===== src/rtl/phase_err_mcpd.sv =====
module phase_err_mcpd #(
  parameter int MAX_SLIP = 8191,
  parameter int FRAC_W = 8,
  localparam int CNT_W = $clog2(MAX_SLIP + 1) + 1,
  localparam int OUT_W = CNT_W + FRAC_W
) (
  input  logic                    clk,
  input  logic                    rst_n,
  input  logic                    clr,
  input  logic                    mode_multi,
  input  logic                    low_rate,
  input  logic                    ref_edge,
  input  logic                    fb_edge,
  output logic signed [OUT_W-1:0] err_out,
  output logic                    err_valid
);

  logic signed [CNT_W-1:0] slip_q, slip_d;
  logic signed [CNT_W:0]   sum, lim, neg_lim;
  logic [FRAC_W-1:0]       age_q, frac_q, frac_d;

  wire plain = !mode_multi || low_rate;
  wire up    = ref_edge && !fb_edge;
  wire dn    = fb_edge && !ref_edge;

  assign lim     = plain ? (CNT_W+1)'(1) : (CNT_W+1)'(MAX_SLIP);
  assign neg_lim = -lim;

  always_comb begin
    sum = {slip_q[CNT_W-1], slip_q} + (CNT_W+1)'(up) - (CNT_W+1)'(dn);
    if (clr)
      slip_d = '0;
    else if (sum > lim)
      slip_d = lim[CNT_W-1:0];
    else if (sum < neg_lim)
      slip_d = neg_lim[CNT_W-1:0];
    else
      slip_d = sum[CNT_W-1:0];
  end

  always_comb begin
    if (fb_edge)
      frac_d = ref_edge ? '0 : age_q;
    else
      frac_d = frac_q;
  end

  always_ff @(posedge clk) begin
    if (!rst_n) begin
      slip_q    <= '0;
      age_q     <= '0;
      frac_q    <= '0;
      err_out   <= '0;
      err_valid <= 1'b0;
    end else begin
      slip_q    <= slip_d;
      frac_q    <= frac_d;
      age_q     <= ref_edge ? FRAC_W'(1) : (&age_q ? age_q : age_q + FRAC_W'(1));
      err_valid <= ref_edge;
      if (ref_edge)
        err_out <= {slip_d, frac_d};
    end
  end

endmodule


===== config.mk =====
export PLATFORM = sky130hd
export DESIGN_NAME = phase_err_mcpd
export DESIGN_NICKNAME = d
export VERILOG_FILES = /design/src/rtl/phase_err_mcpd.sv
export SDC_FILE = /design/constraint.sdc
export NUM_CORES = 1
export LEC_CHECK = 0
export BUFFER_PORTS_ARGS = -buffer_cell sky130_fd_sc_hd__buf_4
export CAP_MARGIN = 10
export CORE_ASPECT_RATIO = 0.5
export CORE_MARGIN = 2
export CORE_UTILIZATION = 40
export CTS_CLUSTER_SIZE = 40
export DETAILED_ROUTE_END_ITERATION = 16
export PLACE_DENSITY = 0.61
export SLEW_MARGIN = 5
export SYNTH_ARGS = -nofsm -noshare
export SYNTH_HDL_FRONTEND = slang
export SYNTH_SLANG_ARGS = --single-unit

===== constraint.sdc =====
create_clock -name clk -period 4.3 [get_ports clk]
set_clock_uncertainty 0.2 [all_clocks]
set_input_delay 0 -clock clk [delete_from_list [all_inputs] [get_ports clk]]
set_output_delay 0 -clock clk [all_outputs]
set_load 0.02 [all_outputs]

# [Word-level counts from Yosys, hierarchy flattened]
# Cells that the tools add are included.
[totals] input_bits=7 out_inout_bits=23 register_bits=53
[classes] bitwise_logic=1 n_addsub=4 order_cmp=2 muxes=8 n_reduce_logical=8 n_eq_ne=1
[ops] operator="14-bit 2-to-1 mux" n=3
[ops] operator="8-bit 2-to-1 mux" n=2
[ops] operator="14-bit by 2-bit adder with 15-bit output" n=1
[ops] operator="15-bit by 14-bit greater-than comparator with 1-bit output" n=1
[ops] operator="15-bit less-than comparator" n=1
[ops] operator="13-bit negator with 15-bit output" n=1
[ops] operator="15-bit by 1-bit subtractor with 15-bit output" n=1
[ops] operator="13-bit 2-to-1 mux" n=1
[ops] operator="8-bit by 1-bit adder with 8-bit output, second input constant" n=1
[ops] operator="8-bit AND reduction" n=1
[ops] operator="1-bit zero test" n=3
[ops] operator="1-bit logical AND" n=2
[ops] operator="1-bit 2-to-1 mux" n=2
[ops] operator="2-bit inequality test, second input constant" n=1
[ops] operator="2-bit OR reduction" n=1
[ops] operator="1-bit logical OR" n=1
[ops] operator="1-bit NOT" n=1

# [Longest topological paths before layout]
[logic_depth] word_depth=8 depth_mapped=23

# [Worst setup path before layout]
# Ideal clock, no wire load.
[synth_path] path_kind="register to register" start="register slip_q[1]" end="register err_out[20]" synth_period_minus_slack_ns=4.305 t_arrival_ns=3.987 path_stages_with_launch=16 setup_time_ns=0.117 slack_ns=-0.005 required_time_ns=3.983 path_cell_list="dfxtp_1 inv_1 ha_1 a211o_1 a2111o_1 a41o_1 xor2_1 ha_1 nand4_1 a311o_1 and3_1 o32a_4 or2_0 buf_2 a211o_1 a32o_1"
[synth_via] elab_chain_len=6
[synth_lines] item="from (decl)" line="18" source="logic signed [CNT_W-1:0] slip_q, slip_d;"
[synth_lines] item="from (signal assigned)" line="56" source="slip_q <= slip_d;"
[synth_lines] item="14-bit by 2-bit adder with 15-bit output *" line="30" source="sum = {slip_q[CNT_W-1], slip_q} + (CNT_W+1)'(up) - (CNT_W+1)'(dn);"
[synth_lines] item="15-bit by 1-bit subtractor with 15-bit output *" line="30"
[synth_lines] item="15-bit less-than comparator" line="35" source="else if (sum < neg_lim)"
[synth_lines] item="14-bit 2-to-1 mux" line="35"
[synth_lines] item="14-bit 2-to-1 mux *" line="33" source="else if (sum > lim)"
[synth_lines] item="14-bit 2-to-1 mux *" line="31" source="if (clr)"
[synth_lines] item="to (signal assigned)" line="61" source="err_out <= {slip_d, frac_d};"
[synth_lines] item="to (decl)" line="14" source="output logic signed [OUT_W-1:0] err_out,"
# Every way passes the cells marked *; elsewhere a longest branch is shown, timed or not.
# A chain may end at the register's enable or synchronous reset.

# [Worst setup path after layout]
[layout_path] start="register slip_q[1]" end="register slip_q[9]"
[layout_via] elab_chain_len=6
[layout_lines] item="14-bit by 2-bit adder with 15-bit output *" line="30"
[layout_lines] item="15-bit by 1-bit subtractor with 15-bit output *" line="30"
[layout_lines] item="15-bit less-than comparator" line="35"
[layout_lines] item="14-bit 2-to-1 mux" line="35"
[layout_lines] item="14-bit 2-to-1 mux *" line="33"
[layout_lines] item="14-bit 2-to-1 mux *" line="31"
# Marks and branches as above.

==> run metrics <==
status complete, but fails checks; failing checks setup timing; CP dominant cell by count ha_4; fin crit period ~4.3 ns; H-tree level count 2; final net count between 500 and 600; R2R setup slack -0.03 ns; Net Count, Synth about 430; setup slack after layout -0.0319 ns; Rows 23; final WL around 9 mm; leading cell type in the layout, fill and taps excluded buf_4; die area a little over 0.009 sq mm; CTS tree yes; first-pass GRT wire length 14.1 mm; Via-to-Cell Ratio around 5.3; Reg area 0.00106 sq mm; Ports 30; Syn Inst Count 383; I/O Buffers 29; Slew @ Worst Pin between 1 and 1.5 ns; Worst Setup Start Kind register; share of layout cells above drive strength 1 approximately a third; 1st-iter DRT viols ~190; largest net degree at the start of global routing 24; Syn Area/Cell ~8.7 sq um; initial antenna violation count 0; Max-Cap Viols 0; fin crit share 101%; Core Region 0.00803 sq mm; area delta synth->final 42.2%; Max Clock Freq between 200 and 250 MHz; crit path max fanout 7; FFs w/ async S/R, synth 0%; FF+latch count, synth 53; WP data arrival 4.27 ns; # DRC 0; final RePlAce weighted congestion 0.856; Critical Path, Cell by Cell inv_2 > ha_4 > a211o_1 > a2111o_1 > a41o_1 > xor2_2 > ha_4 > or4_4 > nor4_4 > a221oi_2 > o31a_2 > buf_6 > a211oi_1 > a311oi_2; clk buf depth 2; Worst-Skew Late Latency 0.28 ns; Worst Path Required roughly 4.2 ns; initial core utilization between 40% and 50%; diodes inserted 0; Seq/Total Area, Yosys 32.0%; Worst path slowest cell or4_4; Crit Path Class reg -> reg; CP Capture Type register; Final Hold Fails 0; Yosys cell types 51; Clock Root Buffer clkbuf_16; GRT Residual Overflow 0; die width around 130 um; Worst-path clk slew 0.07 ns; Worst Path Buf+Inv 2; GR Util All Layers around a fifth; Rel. slew slack between 20% and 30%; vias in the first global route between 2000 and 3000; multi-input logic area between 0.002 and 0.0025 sq mm; most frequent cells in the layout 90 x buf_4, 51 x dfxtp_1, 33 x ha_1; setup repair after global routing missed its margin yes; die height approximately 70 um; Core Util, Final around three fifths; placed wire-length estimate 6.44 mm; Syn Std Cell Area approximately 0.0033 sq mm; Post-synth EDFFs 0; DR vias between 3000 and 4000; Avg WL per Cell 15.2 um; Hold Path Class in -> reg; drt first pass iters 4; fillcell total between 700 and 800; CTS sink cnt 53; delay-heaviest family, CP compound AO/OA/AOI/OAI gates; post-route ant nets 0; main flop type after synthesis dfxtp_1; CP max stage delay ~0.5 ns; Slew Viols, Final 0; # setup viols final 5; Fin Setup TNS -0.101 ns; CTS Buf Count 5; Syn. warnings 0
-- kinds of logic after synthesis --
kind of cell	Yosys count	share of synthesized area (%)
and+or+nand+nor	123	18.8
muxes	9	2.71
buffers and inverters	40	4.63
xor gates and xnor gates	15	3.96
DFF	53	32.0
adders and majority gates	41	15.7
AOI/OAI and AO/OA	102	22.2
-- sequential cells by signal, summed over array words and instances, names as in the netlist --
register   flops
age_q          8
err_valid      1
err_out       22
slip_q        14
frac_q         8
-- worst reg2reg max path: cells and delay by family (launching register included) --
family / cells / cell delay, ns
compound gates: 7 / 1.94
xor+xnor: 1 / 0.22
fa+ha+maj: 2 / 0.46
buf+inv: 2 / 0.20
flops: 1 / 0.34
simple gates: 2 / 0.82
-- what timing repair did --
action | 4_1_cts | 5_1_grt
setup endpoints to repair | 24 | 26
buffers inserted | 10 | 9
pin swaps | 23 | 53
endpoints found under the hold margin | 25 | 0
gates resized for setup | 30 | 51
hold buffers | 4 | 0
cloned | 0 | 0
-- Yosys cell counts (all sizes together) (4+ instances only) --
master / instances / area (sq um)
a221oi: 4 / 35.0
dfxtp: 53 / 1060
nand3: 7 / 35.0
a21oi: 24 / 120
clkbuf: 7 / 26.3
and2: 4 / 25.0
a21o: 7 / 52.6
ha: 40 / 500
mux2i: 9 / 90.1
and3: 9 / 56.3
nor2: 28 / 105
o211ai: 4 / 30.0
nand2: 26 / 97.6
nor2b: 29 / 181
nand2b: 4 / 25.0
a32oi: 5 / 43.8
xnor2: 11 / 96.3
xor2: 4 / 35.0
o21ai: 15 / 75.1
buf: 5 / 22.5
a211oi: 10 / 75.1
inv: 28 / 105
nand4: 4 / 25.0
-- final timing paths --
check | end | depth (start not counted) | startpoint
worst max-delay path | slip_q[9] | 14 | slip_q[1]
worst min-delay path | err_valid | 3 | ref_edge
worst max register to register | slip_q[9] | 14 | slip_q[1]
worst min register to register | err_out[8] | 2 | err_out[8]
-- area by class of cell --
class | count | share of cell area (%)
Tap cell | 112 | 2.97
Clock buffer | 7 | 3.02
Sequential cell | 53 | 22.5
Inverter | 28 | 2.23
Timing Repair Buffer | 105 | 17.8
Multi-Input combinational cell | 290 | 51.5
-- per-layer routing --
metal	share of wire, %	routed length, um	global-route usage, %
met2	46	4190	34.2
met3	5.1	465	3.70
met1	47	4290	25.4
met4	1.3	120	3.76
met5	0	0	0
-- through the flow --
step                instance area [sq um]  hold slack (ns)  setup WS (ns)  std cells
floorplan                            3320          -0.0121         0.0283        383
global placement                     4040            0.103         -0.364        566
detailed placement                   4040            0.105         -0.348        566
CTS                                  4450          0.00797       -0.00165        587
global route                         4720           0.0374         -0.185        595
finish                               4720          0.00368        -0.0319        595
Power is not shown: default switching activity piles up to over one toggle a cycle in this logic, so the estimate is an artifact.
